### src/rtl/sba_pkg.sv
// Shared types for the seat belt alarm controller.
// Assumes: state codes are visible at the top port and must stay fixed.
package sba_pkg;

    typedef enum logic [1:0] {
        ST_OFF   = 2'b00,
        ST_WAIT  = 2'b01,
        ST_ALARM = 2'b10,
        ST_BAD   = 2'b11
    } sba_state_e;

    // Decoded events after conflict resolution.
    typedef struct packed {
        logic arm;     // a key turn-on that is not cancelled by key-off
        logic cancel;  // key-off or a credible belt-fastened reading
    } sba_evt_t;

endpackage

### src/rtl/sba_evt_decode.sv
// Event decoder: turns the four raw level inputs into the two events the
// controller acts on. Key-off overrides key-on, and a belt that reads both
// fastened and unfastened is not credited as fastened.
// Assumes: inputs are already synchronous and debounced.
module sba_evt_decode
    import sba_pkg::*;
(
    input  logic     key_on,
    input  logic     key_off,
    input  logic     belt_on,
    input  logic     belt_off,
    output sba_evt_t evt
);

    logic belt_fastened;

    // Resolve contradictory readings and form the event pair.
    always_comb begin
        belt_fastened = belt_on & ~belt_off;
        evt.arm       = key_on & ~key_off;
        evt.cancel    = key_off | belt_fastened;
    end

endmodule

### src/rtl/sba_sec_timer.sv
// Elapsed-time counter: a prescaler of CYCLES_PER_SEC cycles drives a
// saturating seconds count. Restart clears both at the edge where it is
// high. Two threshold flags compare the registered seconds count.
// Assumes: CYCLES_PER_SEC >= 2 and WARN_SEC < CUTOFF_SEC.
module sba_sec_timer #(
    parameter int CYCLES_PER_SEC = 50_000_000,
    parameter int WARN_SEC       = 5,
    parameter int CUTOFF_SEC     = 10
) (
    input  logic clk,
    input  logic rst_n,
    input  logic restart,
    output logic warn_hit,
    output logic cut_hit
);

    localparam int PW = (CYCLES_PER_SEC > 1) ? $clog2(CYCLES_PER_SEC) : 1;
    localparam int SW = $clog2(CUTOFF_SEC + 2);
    localparam logic [PW-1:0] PRE_LAST = PW'(CYCLES_PER_SEC - 1);
    localparam logic [SW-1:0] SEC_MAX  = {SW{1'b1}};

    logic [PW-1:0] pre_q;
    logic [SW-1:0] sec_q;

    // Prescaler: counts cycles within the current second.
    always_ff @(posedge clk) begin
        if (!rst_n || restart) begin
            pre_q <= '0;
        end else if (pre_q == PRE_LAST) begin
            pre_q <= '0;
        end else begin
            pre_q <= pre_q + 1'b1;
        end
    end

    // Seconds count: advances on prescaler wrap, holds at its maximum.
    always_ff @(posedge clk) begin
        if (!rst_n || restart) begin
            sec_q <= '0;
        end else if (pre_q == PRE_LAST && sec_q != SEC_MAX) begin
            sec_q <= sec_q + 1'b1;
        end
    end

    // Threshold flags taken from the registered count.
    always_comb begin
        warn_hit = (sec_q >= SW'(WARN_SEC));
        cut_hit  = (sec_q >= SW'(CUTOFF_SEC));
    end

endmodule

### src/rtl/sba_ctrl_fsm.sv
// Three-state controller. Idle arms on a key turn-on. Waiting cancels on a
// cancel event, otherwise it moves to alarm at the warning limit. Alarm ends
// on a cancel event or at the cutoff. The unused code recovers to idle.
// Assumes: warn_hit and cut_hit come from a count restarted by start_now.
module sba_ctrl_fsm
    import sba_pkg::*;
(
    input  logic       clk,
    input  logic       rst_n,
    input  sba_evt_t   evt,
    input  logic       warn_hit,
    input  logic       cut_hit,
    output logic       start_now,
    output sba_state_e state_q,
    output logic       alarm_q,
    output logic       start_q
);

    sba_state_e state_d;

    // Next-state choice; cancel ranks above the warning limit in waiting.
    always_comb begin
        state_d = state_q;
        unique case (state_q)
            ST_OFF:   if (evt.arm) state_d = ST_WAIT;
            ST_WAIT:  begin
                if (evt.cancel)    state_d = ST_OFF;
                else if (warn_hit) state_d = ST_ALARM;
            end
            ST_ALARM: if (evt.cancel || cut_hit) state_d = ST_OFF;
            default:  state_d = ST_OFF;
        endcase
    end

    // Start of timing happens only on the idle-to-waiting step.
    always_comb begin
        start_now = (state_q == ST_OFF) && evt.arm;
    end

    // State register and registered Moore outputs.
    always_ff @(posedge clk) begin
        if (!rst_n) begin
            state_q <= ST_OFF;
            alarm_q <= 1'b0;
            start_q <= 1'b0;
        end else begin
            state_q <= state_d;
            alarm_q <= (state_d == ST_ALARM);
            start_q <= start_now;
        end
    end

endmodule

### src/rtl/seat_belt_alarm.sv
// Seat belt alarm controller top: event decoder, elapsed-time counter and
// three-state controller. Thresholds are whole seconds of CYCLES_PER_SEC.
// Assumes: inputs synchronous to clk; reset is synchronous and active low.
module seat_belt_alarm
    import sba_pkg::*;
#(
    parameter int CYCLES_PER_SEC = 50_000_000,
    parameter int WARN_SEC       = 5,
    parameter int CUTOFF_SEC     = 10
) (
    input  logic       clk,
    input  logic       rst_n,
    input  logic       key_on,
    input  logic       key_off,
    input  logic       belt_on,
    input  logic       belt_off,
    output logic       alarm,
    output logic       timer_start,
    output logic [1:0] state_code
);

    sba_evt_t   evt;
    logic       warn_hit;
    logic       cut_hit;
    logic       start_now;
    sba_state_e state_q;

    sba_evt_decode u_dec (
        .key_on   (key_on),
        .key_off  (key_off),
        .belt_on  (belt_on),
        .belt_off (belt_off),
        .evt      (evt)
    );

    sba_sec_timer #(
        .CYCLES_PER_SEC (CYCLES_PER_SEC),
        .WARN_SEC       (WARN_SEC),
        .CUTOFF_SEC     (CUTOFF_SEC)
    ) u_tmr (
        .clk      (clk),
        .rst_n    (rst_n),
        .restart  (start_now),
        .warn_hit (warn_hit),
        .cut_hit  (cut_hit)
    );

    sba_ctrl_fsm u_fsm (
        .clk       (clk),
        .rst_n     (rst_n),
        .evt       (evt),
        .warn_hit  (warn_hit),
        .cut_hit   (cut_hit),
        .start_now (start_now),
        .state_q   (state_q),
        .alarm_q   (alarm),
        .start_q   (timer_start)
    );

    // Expose the state as its two-bit code.
    always_comb begin
        state_code = state_q;
    end

endmodule

### config.mk
export PLATFORM = sky130hd
export DESIGN_NAME = seat_belt_alarm
export DESIGN_NICKNAME = d
export VERILOG_FILES = /design/src/rtl/sba_pkg.sv /design/src/rtl/sba_evt_decode.sv /design/src/rtl/sba_sec_timer.sv /design/src/rtl/sba_ctrl_fsm.sv /design/src/rtl/seat_belt_alarm.sv
export SDC_FILE = /design/constraint.sdc
export NUM_CORES = 1
export LEC_CHECK = 0
export ABC_CLOCK_PERIOD_IN_PS = 2900
export BUFFER_PORTS_ARGS = -buffer_cell sky130_fd_sc_hd__buf_2
export CELL_PAD_IN_SITES_DETAIL_PLACEMENT = 1
export CELL_PAD_IN_SITES_GLOBAL_PLACEMENT = 2
export CORE_MARGIN = 2
export CORE_UTILIZATION = 40
export CTS_CLUSTER_DIAMETER = 150
export DETAILED_ROUTE_END_ITERATION = 8
export GPL_TIMING_DRIVEN = 0
export PLACE_DENSITY = 0.89
export SLEW_MARGIN = 20
export SYNTH_ARGS = -nofsm -noshare
export SYNTH_HDL_FRONTEND = slang
export SYNTH_SLANG_ARGS = --single-unit
### constraint.sdc
create_clock -name clk -period 2.9 [get_ports clk]
set_input_delay 0.58 -clock clk [delete_from_list [all_inputs] [get_ports clk]]
set_output_delay 0.58 -clock clk [all_outputs]
set_load 0.02 [all_outputs]
Word-level counts from Yosys, hierarchy flattened
Index checks and enable logic that the tools add are counted.
{"block": "classes", "n_reduce_logical": 7, "mux": 5, "order_cmp": 2, "n_eq_ne": 5, "addsub": 2, "bitwise": 5}
{"operator": "adder 26 x 1 -> 26 bit, second input constant", "count": 1}
{"operator": "== test 26 bit, second input constant", "count": 1}
{"operator": "2-to-1 mux 2 bit", "count": 4}
{"operator": "one-hot mux 2 bit (3 select lines)", "count": 1}
{"operator": "adder 4 x 1 -> 4 bit, second input constant", "count": 1}
{"operator": "== test 2 bit, second input constant", "count": 2}
{"operator": "greater-or-equal comparator 4 x 3 -> 1 bit, second input constant", "count": 1}
{"operator": "greater-or-equal comparator 4 bit, second input constant", "count": 1}
{"operator": "inequality test 4 bit, second input constant", "count": 1}
{"operator": "bitwise AND 1 bit", "count": 2}
{"operator": "== test 2 x 1 -> 1 bit, second input constant", "count": 1}
{"operator": "logical AND 1 bit", "count": 2}
{"operator": "logical NOT 2 bit", "count": 1}
{"operator": "logical OR 1 bit", "count": 2}
{"operator": "NOT 1 bit", "count": 2}
{"operator": "OR reduction 2 bit", "count": 1}
{"operator": "logical NOT 1 bit", "count": 1}
{"operator": "OR 1 bit", "count": 1}
{"block": "word_totals", "reg_bits": 34, "word_cells": 31, "out_inout_bits": 4, "in_bits": 6}

Logic depth before layout (Yosys ltp)
Gate-level depths: netlist of the first run.
{"block": "logic_depth", "depth_word": 7, "ltp_mapped": 7, "mapped_depth_nobuf": 6}

Modules after synthesis
Synthesis of the first run repeated with hierarchy kept, for this count alone.
{"block": "unflattened", "cells_unflattened": 198, "hier_area_um2": 1724.2}
{"module": "sba_sec_timer", "cells_each": 180, "seq_area_each_um2": 600.6, "area_each_um2": 1554.0, "n_inst": 1}
{"module": "sba_ctrl_fsm", "cells_each": 15, "seq_area_each_um2": 80.1, "area_each_um2": 152.6, "n_inst": 1}
{"module": "sba_evt_decode", "cells_each": 3, "seq_area_each_um2": 0.0, "area_each_um2": 17.5, "n_inst": 1}

Worst setup path after synthesis of the first run
No wires, ideal clock.
{"block": "synth_path", "path_kind": "input to register", "start": "input key_off", "end": "register u_tmr.pre_q[2]", "setup_slack_ns": 1.067, "stages": 5, "arrival_time_ns": 1.716, "setup_time_ns": 0.117, "n_path_buf": 1, "required_ns": 2.783, "path_cell_list": "or3b_2 > o21ai_2 > o21bai_2 > buf_2 > nor2_1"}
{"block": "synth_between", "elab_chain_cells": 5}
{"element": "start, declared", "line": "seat_belt_alarm.sv:14", "source": "input logic key_off,"}
{"element": "NOT 1 bit", "line": "sba_evt_decode.sv:20", "source": "evt.arm = key_on & ~key_off;"}
{"element": "bitwise AND 1 bit", "line": "sba_evt_decode.sv:20"}
{"element": "logical AND 1 bit", "line": "sba_ctrl_fsm.sv:37", "source": "start_now = (state_q == ST_OFF) && evt.arm;"}
{"element": "logical OR 1 bit", "line": "sba_sec_timer.sv:27", "source": "if (!rst_n || restart) begin"}
{"element": "OR reduction 2 bit (no line)"}
{"element": "end signal, assigned", "line": "sba_sec_timer.sv:32", "source": "pre_q <= pre_q + 1'b1;"}
{"element": "end, declared", "line": "sba_sec_timer.sv:22", "source": "logic [PW-1:0] pre_q;"}
No other way between the ends.
A chain may end at the register's enable or synchronous reset.

Worst setup path in the final report of the first run
{"block": "layout_path", "start": "register u_tmr.pre_q[0]", "end": "register u_tmr.pre_q[18]"}
{"block": "layout_between", "elab_chain_cells": 2, "word_cells_on_any_way": 3, "classes_between": "1 x add/sub; 1 x eq/ne; 1 x reduce/logical"}
{"element": "branches (longest 2 deep; another with adder 26 x 1 -> 26 bit)"}
Parallel ways; which one is timed is not known.

==> results.txt, run 1 <==
- In this run the post-CTS setup repair buffer count came out at 0.
* Detail-routed via count per cell: 5.822
- CTS max path bufs: 2
* Post-cts hold buffer count: 0
* Layout cells sized above 1: 16.04%
- Number of different library cells in the post-synthesis netlist: 35
* Worst clock skew: a little over 0.008 ns
* Clock sink count: 34
- Worst setup slack after placement: ~0.66 ns
- Width of the die: ~70 um
- Setup repair after global routing left no endpoint under its margin.
- Number of global-route vias before repair: approximately 1600
- Cells fill about 46% of the core in the end.
* TritonCTS clock tree: built
* Hold Violations, Final: 0
* Crit path arrival time: 2.11 ns
- Most common cell after layout, fill and taps aside: sky130_fd_sc_hd__dfxtp_1
- Core box area: 4294 um^2
- Setup slack closes at between 0.9 and 1 ns.
- Summing all multi-input logic gate instances after layout gives ~1000 um^2.
- Cell area after placement: ~1900 um^2
* Area used by sequential logic in the layout: roughly 700 um^2
* Destination of the worst hold path: u_tmr.pre_q[0]
- Antenna violations before repair: 0
- The die covers slightly below 5000 um^2.
- The congestion estimate from routability-driven global placement came to between 0.7 and 0.8.
* Sequential cell area fraction in the yosys report: 38.86%
* Max Cap Violations: 0
- After clock tree synthesis, the repair step resized 0 gates.
* Largest net degree at the start of global routing: 12
* Min-delay worst type: reg -> reg
- The final number of max-transition violations was 0.
- For this configuration, the core starts out at a cell density of approximately two fifths.
* Final setup violation count: 0
* Global router's overall resource usage: 18.17%
- Flip-flop and latch count after synthesis: 34
- For this design the ratio of total power to cell area is 447.7 nW/um^2.
- Summed over all failing endpoints, the final setup total negative slack is 0 ns.
- Overall overflow remaining after global route: 0
* Mapped Cells: about 200
- Worst-case headroom to the max-slew limit: 68.66%
- Layout overhead on the synthesized area: 11.71%
- The mapped netlist covers 1752 um^2.
- For this run, design rule violations remaining after detail routing come to 0.
- For flop-to-flop paths, the worst setup slack is roughly 0.95 ns.
- Highest achievable clock rate: 513.7 MHz
- Summed over all nets, the half-perimeter wirelength after detailed placement is ~3100 um.
- Counting instances, the worst hold path has a depth of 1.
- Leak pwr: 0.6851 nW
- In the layout the commonest cells are 34 x sky130_fd_sc_hd__dfxtp_1, 19 x sky130_fd_sc_hd__a21oi_1, 16 x sky130_fd_sc_hd__nand3_1.
- Synthesized area per cell: ~9 um^2
- Total inserted antenna cells: 0
- The final layout contains ~220 nets.
- First-pass DRT Iterations: 5
- The run finished with clean final reports.
- IR analysis of the VDD net gives a maximum drop of between 200 and 250 uV.
- Clock latency of the later-clocked register in the worst-skew pair: around 0.29 ns
- Synthesis warning total: 0
- The startpoint identified for the worst hold timing path is u_tmr.pre_q[0].
* Number of clock buffers inserted by TritonCTS: 5
* Critical register-to-register path endpoint: u_tmr.pre_q[18]
- The H-tree was split into 2 levels.
- Final Cell Area: approximately 2000 um^2
- Num ports: 10
* Origin of the worst setup path: u_tmr.pre_q[0]
- Clock tree synthesis selected as its root buffer the cell sky130_fd_sc_hd__clkbuf_8.
* Worst-case reg-to-reg path depth: 7
- Num rows: 24
- Antenna Nets Post-Route: 0
- The clock period could shrink to 1.947 ns.
- Starting DRT DRC Count: 24
- In the finished design, the share of the clock period the worst path needs comes to 67.12%.
* Buffers added on ports: 9
* Vertical die dimension: 70.18 um
* Routed len/inst: between 15 and 20 um
- Detailed Route WL: between 4000 and 5000 um
- In this run the critical register-to-register path is launched from u_tmr.pre_q[0].
- Fin cells: between 200 and 300
- Nets in the synthesized netlist: between 200 and 250
- Maximum fanout encountered on the critical timing path: 10
- Clock-pin slew was measured on the worst setup and hold paths at around 0.07 ns.
- First-pass GRT wire length: a little over 7000 um
- Once placement completed, the tool counted placed cells totaling between 200 and 300.
- Class of the most critical setup path: reg -> reg
- The filler cells instantiated in the layout total approximately 530.
* Vias post-DR: between 1500 and 2000
* Capturing element type of the critical path: flip-flop
* CP required: slightly above 3 ns
* Slew at the pin closest to its max-slew limit: 0.4659 ns
- Startpoint types: flip-flop
==> worst max-delay path by stage <==
stage	endpoint	slack, ns	depth (start not counted)
floorplan	u_tmr.pre_q[2]	1.07	5
global placement	u_tmr.pre_q[3]	0.70	6
detailed placement	u_tmr.pre_q[20]	0.66	6
CTS	u_tmr.pre_q[18]	0.93	7
global route	u_tmr.pre_q[18]	0.78	7
finish	u_tmr.pre_q[18]	0.95	7
==> cell families after synthesis <==
kind of cell | synth area share, %
AO/OA/AOI/OAI | 13.21
adder cells (fa/ha/maj) | 3.571
buffers and inverters | 3.857
XOR/XNOR | 5.500
flip-flops | 38.86
AND/OR/NAND/NOR | 35.00
==> through the flow <==
stage               total power, mW  hold WS (ns)
CTS                          0.8861        0.4598
floorplan                    0.5030        0.4211
global route                 0.9123        0.4926
detailed placement           0.5151        0.4432
global placement             0.5130        0.4331
finish                       0.8760        0.4525
==> metal layers <==
layer  wire length (um)  GRT usage [%]  share of wire [%]
met1               1869          20.77                 45
met2               2125          32.06                 51
met3                 79          4.185                1.9
met4                 99          8.120                2.4
met5                  0              0                  0
==> worst max-delay path: stages, from the launching register on <==
cell and delay [ns]:
sky130_fd_sc_hd__dfxtp_1 0.36, sky130_fd_sc_hd__ha_1 0.23, sky130_fd_sc_hd__and4_1 0.21, sky130_fd_sc_hd__buf_4 0.16, sky130_fd_sc_hd__nand3_1 0.14, sky130_fd_sc_hd__o21bai_2 0.33
sky130_fd_sc_hd__buf_2 0.31, sky130_fd_sc_hd__a21oi_1 0.08
==> state kept, by name, summed over array words and instances, names as in the netlist <==
register       flops
u_tmr.pre_q       26
u_tmr.sec_q        4
u_fsm.state_q      2
u_fsm.alarm_q      1
u_fsm.start_q      1
==> cell type report <==
type	instances	share of cell area, %
multi-input combinational	149	51.28
tap	52	3.325
timing repair buffer	9	2.302
sequential	34	34.78
buffer	6	2.302
inverter	6	1.151
clock inverter	2	0.6394
clock buffer	6	4.220
==> report_power, final <==
part | internal [mW] | leakage, nW | switching [mW] | total (mW)
Combinational | 0.0106 | 0.363 | 0.0191 | 0.0297
Clock | 0.191 | 0.0472 | 0.181 | 0.372
Sequential | 0.471 | 0.275 | 0.00328 | 0.474
Total | 0.672 | 0.685 | 0.204 | 0.876
==> Yosys cell counts (all sizes together) <==
master   instances  share of area [%]
dfxtp           34                 39
a21oi           19                5.4
nand3           16                4.6
nor2            14                3.0
o21ai           11                3.4
and4             9                4.6
nand2            9                2.1
nand4            8                4.6
o31ai            8                3.4
or4              8                3.4
xor2             8                4.0
or3              7                2.5
and3             6                2.1
inv              6                1.3
buf              5                2.3
ha               5                3.6
and2             4                1.4
nand2b           3                1.1
nor4             3                1.9
xnor2            3                1.5
and4bb           2                1.4
clkbuf           1               0.29
nand4bb          1               0.64
nor3b            1               0.43
o21bai           1               0.64
o22ai            1               0.36
or3b             1               0.50
or4bb            1               0.64
No activity file was read; power rests on OpenSTA's default activity.
==> run 2: changes to the inputs <==
--- a/config.mk
+++ b/config.mk
@@ -5,16 +5,17 @@
 export SDC_FILE = /design/constraint.sdc
 export NUM_CORES = 1
 export LEC_CHECK = 0
-export ABC_CLOCK_PERIOD_IN_PS = 2900
+export ABC_AREA = 1
+export ABC_CLOCK_PERIOD_IN_PS = 1970
 export BUFFER_PORTS_ARGS = -buffer_cell sky130_fd_sc_hd__buf_2
 export CELL_PAD_IN_SITES_DETAIL_PLACEMENT = 1
 export CELL_PAD_IN_SITES_GLOBAL_PLACEMENT = 2
 export CORE_MARGIN = 2
-export CORE_UTILIZATION = 40
+export CORE_UTILIZATION = 33
 export CTS_CLUSTER_DIAMETER = 150
 export DETAILED_ROUTE_END_ITERATION = 8
 export GPL_TIMING_DRIVEN = 0
-export PLACE_DENSITY = 0.89
+export PLACE_DENSITY = 0.84
 export SLEW_MARGIN = 20
 export SYNTH_ARGS = -nofsm -noshare
 export SYNTH_HDL_FRONTEND = slang
==> constraint.sdc (replaced) <==
create_clock -name clk -period 1.97 [get_ports clk]
set_input_delay 0.394 -clock clk [delete_from_list [all_inputs] [get_ports clk]]
set_output_delay 0.394 -clock clk [all_outputs]
set_load 0.02 [all_outputs]
==> results.txt, run 2 <==
- The flow ran to the end, and the final reports show no timing, DRC or antenna violations.
- The boundary pin count was 10 (unchanged).
- Number of different library cells in the post-synthesis netlist: 25 (-29%)
- The post-synthesis instance area was 1846 um^2 (+5.4%).
- The arrival time reported for the critical path endpoint is 1.84 ns (-0.27 ns).
- In the synthesized netlist the dominant register cell turns out to be sky130_fd_sc_hd__dfxtp_1.
- Maximum vdd drop: 233.6 uV (-1.9%)
* Hold Violations, Final: 0 (unchanged)
- Hold path depth: 2 (+1)
- The total area of multi-input combinational cells came to 1011 um^2 (+0.75%).
- CTS max path bufs: 2 (unchanged)
* Clock sink count: 34 (unchanged)
- Global router's overall resource usage: 16.94% (-1.2 points)
- The met2 routing resource usage after global routing was 27.09% (-5.0 points).
- Clock root buffer: sky130_fd_sc_hd__clkbuf_8
* Routed len/inst: 12.99 um (-18%)
- CP required: 2.20 ns (-0.86 ns)
- The post-layout utilization of the core was 38.44% (-7.1 points).
- The number of nets in the synthesized netlist came to 290 (+41%).
* Most common cell after layout, fill and taps aside: sky130_fd_sc_hd__nand2_1
- Part of the cycle the worst path needs: 81.76% (+15 points)
* Origin of the worst setup path: u_tmr.pre_q[0]
- Num rows: 27 (+13%)
* Clock Pin Slew Worst Setup and Hold Paths: 0.07 ns (about the same)
- The post-detailed-route via-to-cell ratio is 4.682 (-20%).
- Worst-case headroom to the max-slew limit: 69.17% (+0.51 points)
* Worst-case reg-to-reg path depth: 9 (+2)
* Setup slack on the worst flop-to-flop path: 0.36 ns (-0.59 ns)
* Final weighted congestion in routability-driven placement: 0.7713 (+1.3%)
- The global-route met3 utilization came to 3.750% (-0.43 points).
* Buffers added on ports: 9 (unchanged)
- Part of the total power dissipated in combinational logic: 3.8% (+0.4 points)
- Layout overhead on the synthesized area: 13.29%
- Setup repair after global routing left no endpoint under its margin.
* Top Usage Layer GRT: met2
- The count of antenna diodes in the layout is 0 (unchanged).
* Width of the die: 78.78 um (+12%)
- Post-synth top area cell: sky130_fd_sc_hd__dfxtp_1
- The total wirelength of the detailed-routed design was 4782 um (+15%).
- Clock latency of the later-clocked register in the worst-skew pair: 0.29 ns (about the same)
- Synthesis warning total: 0 (unchanged)
* First-pass DRT Iterations: 4 (-1)
- Vias post-DR: 1723 (+12%)
- Worst clock skew: 0.008031 ns (-0.00002634 ns)
- The fraction of layout instances using a drive strength above 1 came to 10.47% (-5.6 points).
* Overall overflow remaining after global route: 0 (unchanged)
- The upper clock frequency limit was 620.9 MHz (+21%).
- The count of H-tree levels built during CTS came to 2 (unchanged).
- The number of cells produced by synthesis came to 279 (+43%).
- The remaining design rule violation count is 0 (unchanged).
* Final layout net count: 306 (+38%)
- Counting instances in the post-synthesis netlist gives the leading cell types as 66 x sky130_fd_sc_hd__nand2_1, 54 x sky130_fd_sc_hd__nor2_1, 37 x sky130_fd_sc_hd__inv_1, 34 x sky130_fd_sc_hd__dfxtp_1, 22 x sky130_fd_sc_hd__nand3_1.
- The sequential share of the synthesized area was 36.88% (-2.0 points).
* Worst Min Path Start: key_off
- STA classifies the critical path endpoint as a flip-flop.
- The full die area is 6206 um^2 (+26%).
* Area used by sequential logic in the layout: 680.7 um^2 (unchanged)
- The initial cell density of the core was 33.93% (-6.9 points).
- The placeable core region was 5439 um^2 (+27%).
- Cells taking the most area after synthesis: sky130_fd_sc_hd__dfxtp_1 37%, sky130_fd_sc_hd__nand2_1 13%, sky130_fd_sc_hd__nor2_1 11%
* Setup TNS Final: 0 ns (unchanged)
- Min-delay worst type: in -> reg
- The worst register-to-register path begins at u_tmr.pre_q[0].
- The power density normalized to cell area was 650.2 nW/um^2 (+45%).
* Commonest non-fill, non-tap cells in the layout: 66 x sky130_fd_sc_hd__nand2_1, 54 x sky130_fd_sc_hd__nor2_1, 37 x sky130_fd_sc_hd__inv_1
* Largest net degree at the start of global routing: 11 (-1)
- The final setup violation count came to 0 (unchanged).
* Startpoint types: flip-flop
- First-pass GRT wire length: 8059 um (+14%)
- Number of global-route vias before repair: 1712 (+7.3%)
- P_int: 1.064 mW (+58%)
* Met1 Use GR: 22.32% (+1.6 points)
* Fraction of power spent switching nets: 21.71% (-1.6 points)
- Fin crit period: 1.611 ns (-0.3359 ns)
* Antenna Nets Post-Route: 0 (unchanged)
- The die span in y came to 78.78 um (+12%).
* Layout fillers: 723 (+37%)
- Final Power: 1.359 mW (+55%)
- The endpoint identified for the worst register-to-register timing path is u_tmr.pre_q[20].
- Number of gates given a new drive strength after cts: 0 (unchanged)
- TritonCTS clock tree: built
- Antenna violations before repair: 0 (unchanged)
* Post-synth ARST share: 0% (unchanged)
- The number of buffers inserted by post-CTS setup repair came to 0 (unchanged).
- Relative contribution of sequential cells to total power: 51.3% (-2.8 points)
* Max Cap Violations: 0 (unchanged)
- Number of clock buffers inserted by TritonCTS: 5 (unchanged)
* Destination of the worst hold path: u_fsm.start_q
- The flip-flop and latch count after synthesis came to 34 (unchanged).
* Maximum fanout encountered on the critical timing path: 7 (-3)
* DP Wirelength: 3781 um (+22%)
* Leak pwr: 0.8004 nW (+17%)
- In the final layout, the registers with the most flip-flops are u_tmr.pre_q: 26 flops, u_tmr.sec_q: 4 flops, u_fsm.state_q: 2 flops.
* Net switching power: 0.2952 mW (+45%)
* Fraction of post-synthesis cell area in the top cell type by area: 36.88% (-2.0 points)
- More flip-flops sit in one register than any other, and that register is u_tmr.pre_q.
- Slew at the pin closest to its max-slew limit: 0.4589 ns (-0.006913 ns)
- The number of flip-flops in the largest register was 26 (unchanged).
* Number of max-slew violations in the final report: 0 (unchanged)
* Count of flip-flops with a built-in enable after synthesis: 0 (unchanged)
- The most common cell in the synthesized netlist is sky130_fd_sc_hd__nand2_1.
* Starting DRT DRC Count: 76 (+220%)
- The setup path with the least slack is of type reg -> reg.
- Synthesized area per cell: 6.615 um^2 (-26%)
* Clock Power Share: 44.9% (+2.4 points)
* Post-cts hold buffer count: 0 (unchanged)
==> run 2: cell count changes after synthesis, moves of 7 or more <==
cell | before | now
sky130_fd_sc_hd__and4_1 | 7 | 0
sky130_fd_sc_hd__inv_1 | 6 | 37
sky130_fd_sc_hd__nand2_1 | 8 | 66
sky130_fd_sc_hd__nor2_1 | 14 | 54
sky130_fd_sc_hd__o21ai_0 | 10 | 3
sky130_fd_sc_hd__o31ai_1 | 8 | 1
sky130_fd_sc_hd__or4_1 | 8 | 0
==> run 2: power groups by stage <==
| stage | registers, mW | logic [mW] | clock network [mW] |
|---|---|---|---|
| 2_1_floorplan | 0.715 | 0.0309 | 0 |
| 6_report | 0.697 | 0.0521 | 0.610 |
| 5_1_grt | 0.698 | 0.0591 | 0.663 |
| 4_1_cts | 0.697 | 0.0531 | 0.637 |
| 3_5_place_dp | 0.713 | 0.0530 | 0 |
| 3_3_place_gp | 0.713 | 0.0526 | 0 |
==> run 2: cell type report <==
cell class	count	area share, %
Timing Repair Buffer	9	2.154
Clock buffer	8	5.266
Buffer	2	0.7181
Tap cell	72	4.309
Inverter	37	6.643
Multi-Input combinational cell	206	48.35
Sequential cell	34	32.56
==> run 2: worst max-delay path by stage <==
| stage | slack (ns) | endpoint |
|---|---|---|
| after detailed placement | 0.35 | u_tmr.pre_q[20] |
| after CTS | 0.33 | u_tmr.pre_q[20] |
| final | 0.36 | u_tmr.pre_q[20] |
| after global placement | 0.36 | u_tmr.pre_q[20] |
| after floorplan | 0.65 | u_tmr.pre_q[20] |
| after global routing | 0.21 | u_tmr.pre_q[4] |
==> run 2: cells by family (layout without fill, tap and decap cells) <==
family | Yosys count | count (layout) | synth area share (%)
flip-flops | 34 | 34 | 36.88
AO/OA/AOI/OAI | 26 | 26 | 7.458
AND/OR/NAND/NOR | 164 | 164 | 38.71
XOR/XNOR | 11 | 11 | 5.220
buffers and inverters | 39 | 56 | 8.339
adder cells (fa/ha/maj) | 5 | 5 | 3.390
==> run 2: per-layer routing <==
layer | part of all wire, % | wire, um
met1 | 49 | 2366
met2 | 47 | 2238
met3 | 2.2 | 107
met4 | 1.5 | 70
met5 | 0 | 0
==> run 2: worst max-delay path, cell delays in order (launching register included) <==
cell,delay [ns]
sky130_fd_sc_hd__dfxtp_1,0.35
sky130_fd_sc_hd__ha_1,0.21
sky130_fd_sc_hd__nand3_2,0.18
sky130_fd_sc_hd__nor2_4,0.18
sky130_fd_sc_hd__nand2_2,0.10
sky130_fd_sc_hd__nor2_4,0.21
sky130_fd_sc_hd__nand3_2,0.11
sky130_fd_sc_hd__nand2_1,0.07
sky130_fd_sc_hd__nand2_1,0.04
sky130_fd_sc_hd__nor2_1,0.08
==> run 2: through the flow <==
step	hold WS [ns]	std cells	instance area [um^2]	worst slack [ns]
floorplan	0.4175	279	1846	0.6454
global route	0.3186	368	2091	0.2059
global placement	0.4274	360	1981	0.3572
CTS	0.3080	368	2091	0.3314
finish	0.3244	368	2091	0.3594
detailed placement	0.4452	360	1981	0.3480
==> run 3: changes to the inputs <==
--- a/config.mk
+++ b/config.mk
@@ -6,7 +6,7 @@
 export NUM_CORES = 1
 export LEC_CHECK = 0
 export ABC_AREA = 1
-export ABC_CLOCK_PERIOD_IN_PS = 1970
+export ABC_CLOCK_PERIOD_IN_PS = 1500
 export BUFFER_PORTS_ARGS = -buffer_cell sky130_fd_sc_hd__buf_2
 export CELL_PAD_IN_SITES_DETAIL_PLACEMENT = 1
 export CELL_PAD_IN_SITES_GLOBAL_PLACEMENT = 2
==> constraint.sdc (replaced) <==
create_clock -name clk -period 1.5 [get_ports clk]
set_input_delay 0.3 -clock clk [delete_from_list [all_inputs] [get_ports clk]]
set_output_delay 0.3 -clock clk [all_outputs]
set_load 0.02 [all_outputs]
==> results.txt, run 3 (synthesis results as in run 2) <==
- The run finished with clean final reports.
- Layout cells sized above 1: 23.10% (+13 points)
- The power spent charging and discharging nets came to 0.3939 mW (+33%).
- Layout fillers: 708 (-2.1%)
- Post-layout utilization of the core: 41.87% (+3.4 points)
- The pin count of the biggest net entering global routing was 11 (unchanged).
* First-pass GRT wire length: 8155 um (+1.2%)
* Setup TNS Final: 0 ns (unchanged)
- The data required time at the worst endpoint came to 1.68 ns (-0.52 ns).
* Fin crit period: 1.468 ns (-0.1425 ns)
- Worst-case headroom to the max-slew limit: 69.53% (+0.36 points)
* Fraction of power spent switching nets: 21.88% (+0.17 points)
- The peak ir drop on the vdd network was 307.8 uV (+32%).
- The number of cells traversed by the worst hold path was 2 (unchanged).
- Slew at the pin closest to its max-slew limit: 0.4536 ns (-0.005332 ns)
- Detail-routed via count per cell: 4.725 (+0.92%)
* Starting Density: 33.93% (unchanged)
* Setup repair after global routing missed its margin: true
- TritonCTS built the clock tree.
- Clock root buffer: sky130_fd_sc_hd__clkbuf_8
- The final number of max-transition violations came to 0 (unchanged).
- The overall power after layout was 1.800 mW (+32%).
- Clock Pin Slew Worst Setup and Hold Paths: 0.07 ns (about the same)
* Global router's overall resource usage: 17.08% (+0.14 points)
- Worst setup slack after placement: -0.1220 ns (-0.4700 ns)
* Clock Power Share: 44.4% (-0.5 points)
* Startpoint of the lowest-slack register-to-register path: u_tmr.pre_q[0]
- The setup path with the least slack is of type reg -> reg.
* P_int: 1.406 mW (+32%)
- Antenna Nets Post-Route: 0 (unchanged)
* Setup slack on the worst flop-to-flop path: 0.03 ns (-0.33 ns)
- The worst setup slack after layout is 0.03185 ns (-0.3275 ns).
- Final Cell Area: 2277 um^2 (+8.9%)
- Count of unresolved DRC violations after routing: 0 (unchanged)
* Width of the die: 78.78 um (unchanged)
- Vertical die dimension: 78.78 um (unchanged)
- The HPWL after detailed placement is 3781 um (unchanged).
- The number of antenna violations at the first check in global routing is 0 (unchanged).
* Number of global-route vias before repair: 1749 (+2.2%)
* First-pass DRT Iterations: 4 (unchanged)
- Startpoint types: flip-flop
- Cell area after placement: 1981 um^2 (unchanged)
* Overall overflow remaining after global route: 0 (unchanged)
* Highest achievable clock rate: 681.1 MHz (+9.7%)
- The final setup violation count is 0 (unchanged).
- Num rows: 27 (unchanged)
* Buffers added on ports: 9 (unchanged)
- The count of max-cap constraint violations was 0 (unchanged).
- The routed length per instance is 13.26 um (+2.0%).
- Register name with the most flops: u_tmr.pre_q
- Part of the cycle the worst path needs: 97.88% (+16 points)
- Num ports: 10 (unchanged)
- The placeable core region came to 5439 um^2 (unchanged).
- Critical register-to-register path endpoint: u_tmr.sec_q[3]
* Number of clock buffers inserted by TritonCTS: 5 (unchanged)
- Hold Violations, Final: 0 (unchanged)
- The count of antenna diodes in the layout came to 0 (unchanged).
- Relative contribution of sequential cells to total power: 50.9% (-0.4 points)
- The tightest min-delay check is of the in -> reg type.
- Destination of the worst hold path: u_fsm.start_q
* Fin cells: 375 (+1.9%)
- Vias post-DR: 1772 (+2.8%)
- The library cell used most frequently in the layout, excluding fill and tap cells, is sky130_fd_sc_hd__nand2_1.
- H-Tree Depth: 2 (unchanged)
- The number of buffers between clock root and the deepest sink is 2 (unchanged).
- The largest registers in the layout are u_tmr.pre_q: 26 flops, u_tmr.sec_q: 4 flops, u_fsm.state_q: 2 flops.
- Detailed Route WL: 4972 um (+4.0%)
- Part of the total power dissipated in combinational logic: 4.7% (+0.9 points)
- The power density normalized to cell area came to 790.3 nW/um^2 (+22%).
- Cell Count Post-Placement: 360 (unchanged)
* Leak pwr: 0.8410 nW (+5.1%)
- The number of flip-flops in the largest register came to 26 (unchanged).
- STA classifies the critical path endpoint as a flip-flop.
* Total Die Area: 6206 um^2 (unchanged)
- The worst clock skew is 0.007908 ns (-0.0001231 ns).
* Final weighted congestion in routability-driven placement: 0.7713 (unchanged)
- The startpoint identified for the worst hold timing path is key_off.
- The path depth of the worst reg2reg path is 9 (unchanged).
* Origin of the worst setup path: u_tmr.pre_q[0]
- Starting DRT DRC Count: 47 (-38%)
- Worst hold slack: 0.2298 ns (-0.09460 ns)
* Crit path arrival time: 1.65 ns (-0.19 ns)
- The clock latency at the later pin of the worst-skew pair is 0.29 ns (about the same).
* Layout overhead on the synthesized area: 23.39%
- The maximum net fanout on the critical path came to 4 (-3).
- Commonest non-fill, non-tap cells in the layout: 62 x sky130_fd_sc_hd__nand2_1, 46 x sky130_fd_sc_hd__nor2_1, 33 x sky130_fd_sc_hd__inv_1
* Final layout net count: 313 (+2.3%)
* Clock sink count: 34 (unchanged)
-- run 3: critical path: stages (launching register included) --
cell                      delay, ns
sky130_fd_sc_hd__dfxtp_2       0.36
sky130_fd_sc_hd__ha_4          0.15
sky130_fd_sc_hd__nand3_4       0.11
sky130_fd_sc_hd__buf_4         0.16
sky130_fd_sc_hd__inv_2         0.07
sky130_fd_sc_hd__nand3_2       0.08
sky130_fd_sc_hd__nor2_2        0.14
sky130_fd_sc_hd__nand3_2       0.13
sky130_fd_sc_hd__nand2_2       0.09
sky130_fd_sc_hd__a21oi_1       0.06
-- run 3: layer usage --
metal  routed length (um)  track usage (%)
met5                    0                0
met4                   68            6.316
met3                   92            3.750
met2                 2358            27.44
met1                 2452            22.46
-- run 3: how the worst max path moves through the flow --
stage	to	slack, ns	depth (start not counted)
2_1_floorplan	u_tmr.pre_q[20]	0.18	8
3_3_place_gp	u_tmr.pre_q[20]	-0.11	8
3_5_place_dp	u_tmr.pre_q[20]	-0.12	8
4_1_cts	u_tmr.pre_q[18]	0.0009	9
5_1_grt	u_tmr.sec_q[3]	-0.06	9
6_report	u_tmr.sec_q[3]	0.03	9
-- run 3: final cells by class --
type / instances / area [um^2] / share of cell area [%]
inverter: 37 / 138.9 / 6.099
clock buffer: 8 / 110.1 / 4.835
buffer: 2 / 22.52 / 0.9890
sequential: 34 / 698.2 / 30.66
timing repair buffer: 16 / 113.9 / 5.000
tap: 72 / 90.09 / 3.956
multi-input combinational: 206 / 1104 / 48.46
-- run 3: power groups by stage --
stage	Clock, mW	Combinational [mW]	Sequential, mW
final	0.800	0.0842	0.916
after global routing	0.871	0.0938	0.916
after CTS	0.837	0.0742	0.919
after detailed placement	0	0.0696	0.936
after global placement	0	0.0691	0.936
after floorplan	0	0.0406	0.939
-- run 3: what timing repair did --
item                                    CTS  global route
gates cloned                              0             1
gates resized for setup                  12            32
pin swaps                                 9            11
buffers inserted                          5             1
endpoints found under the setup margin   30            30
hold buffers                              0             0
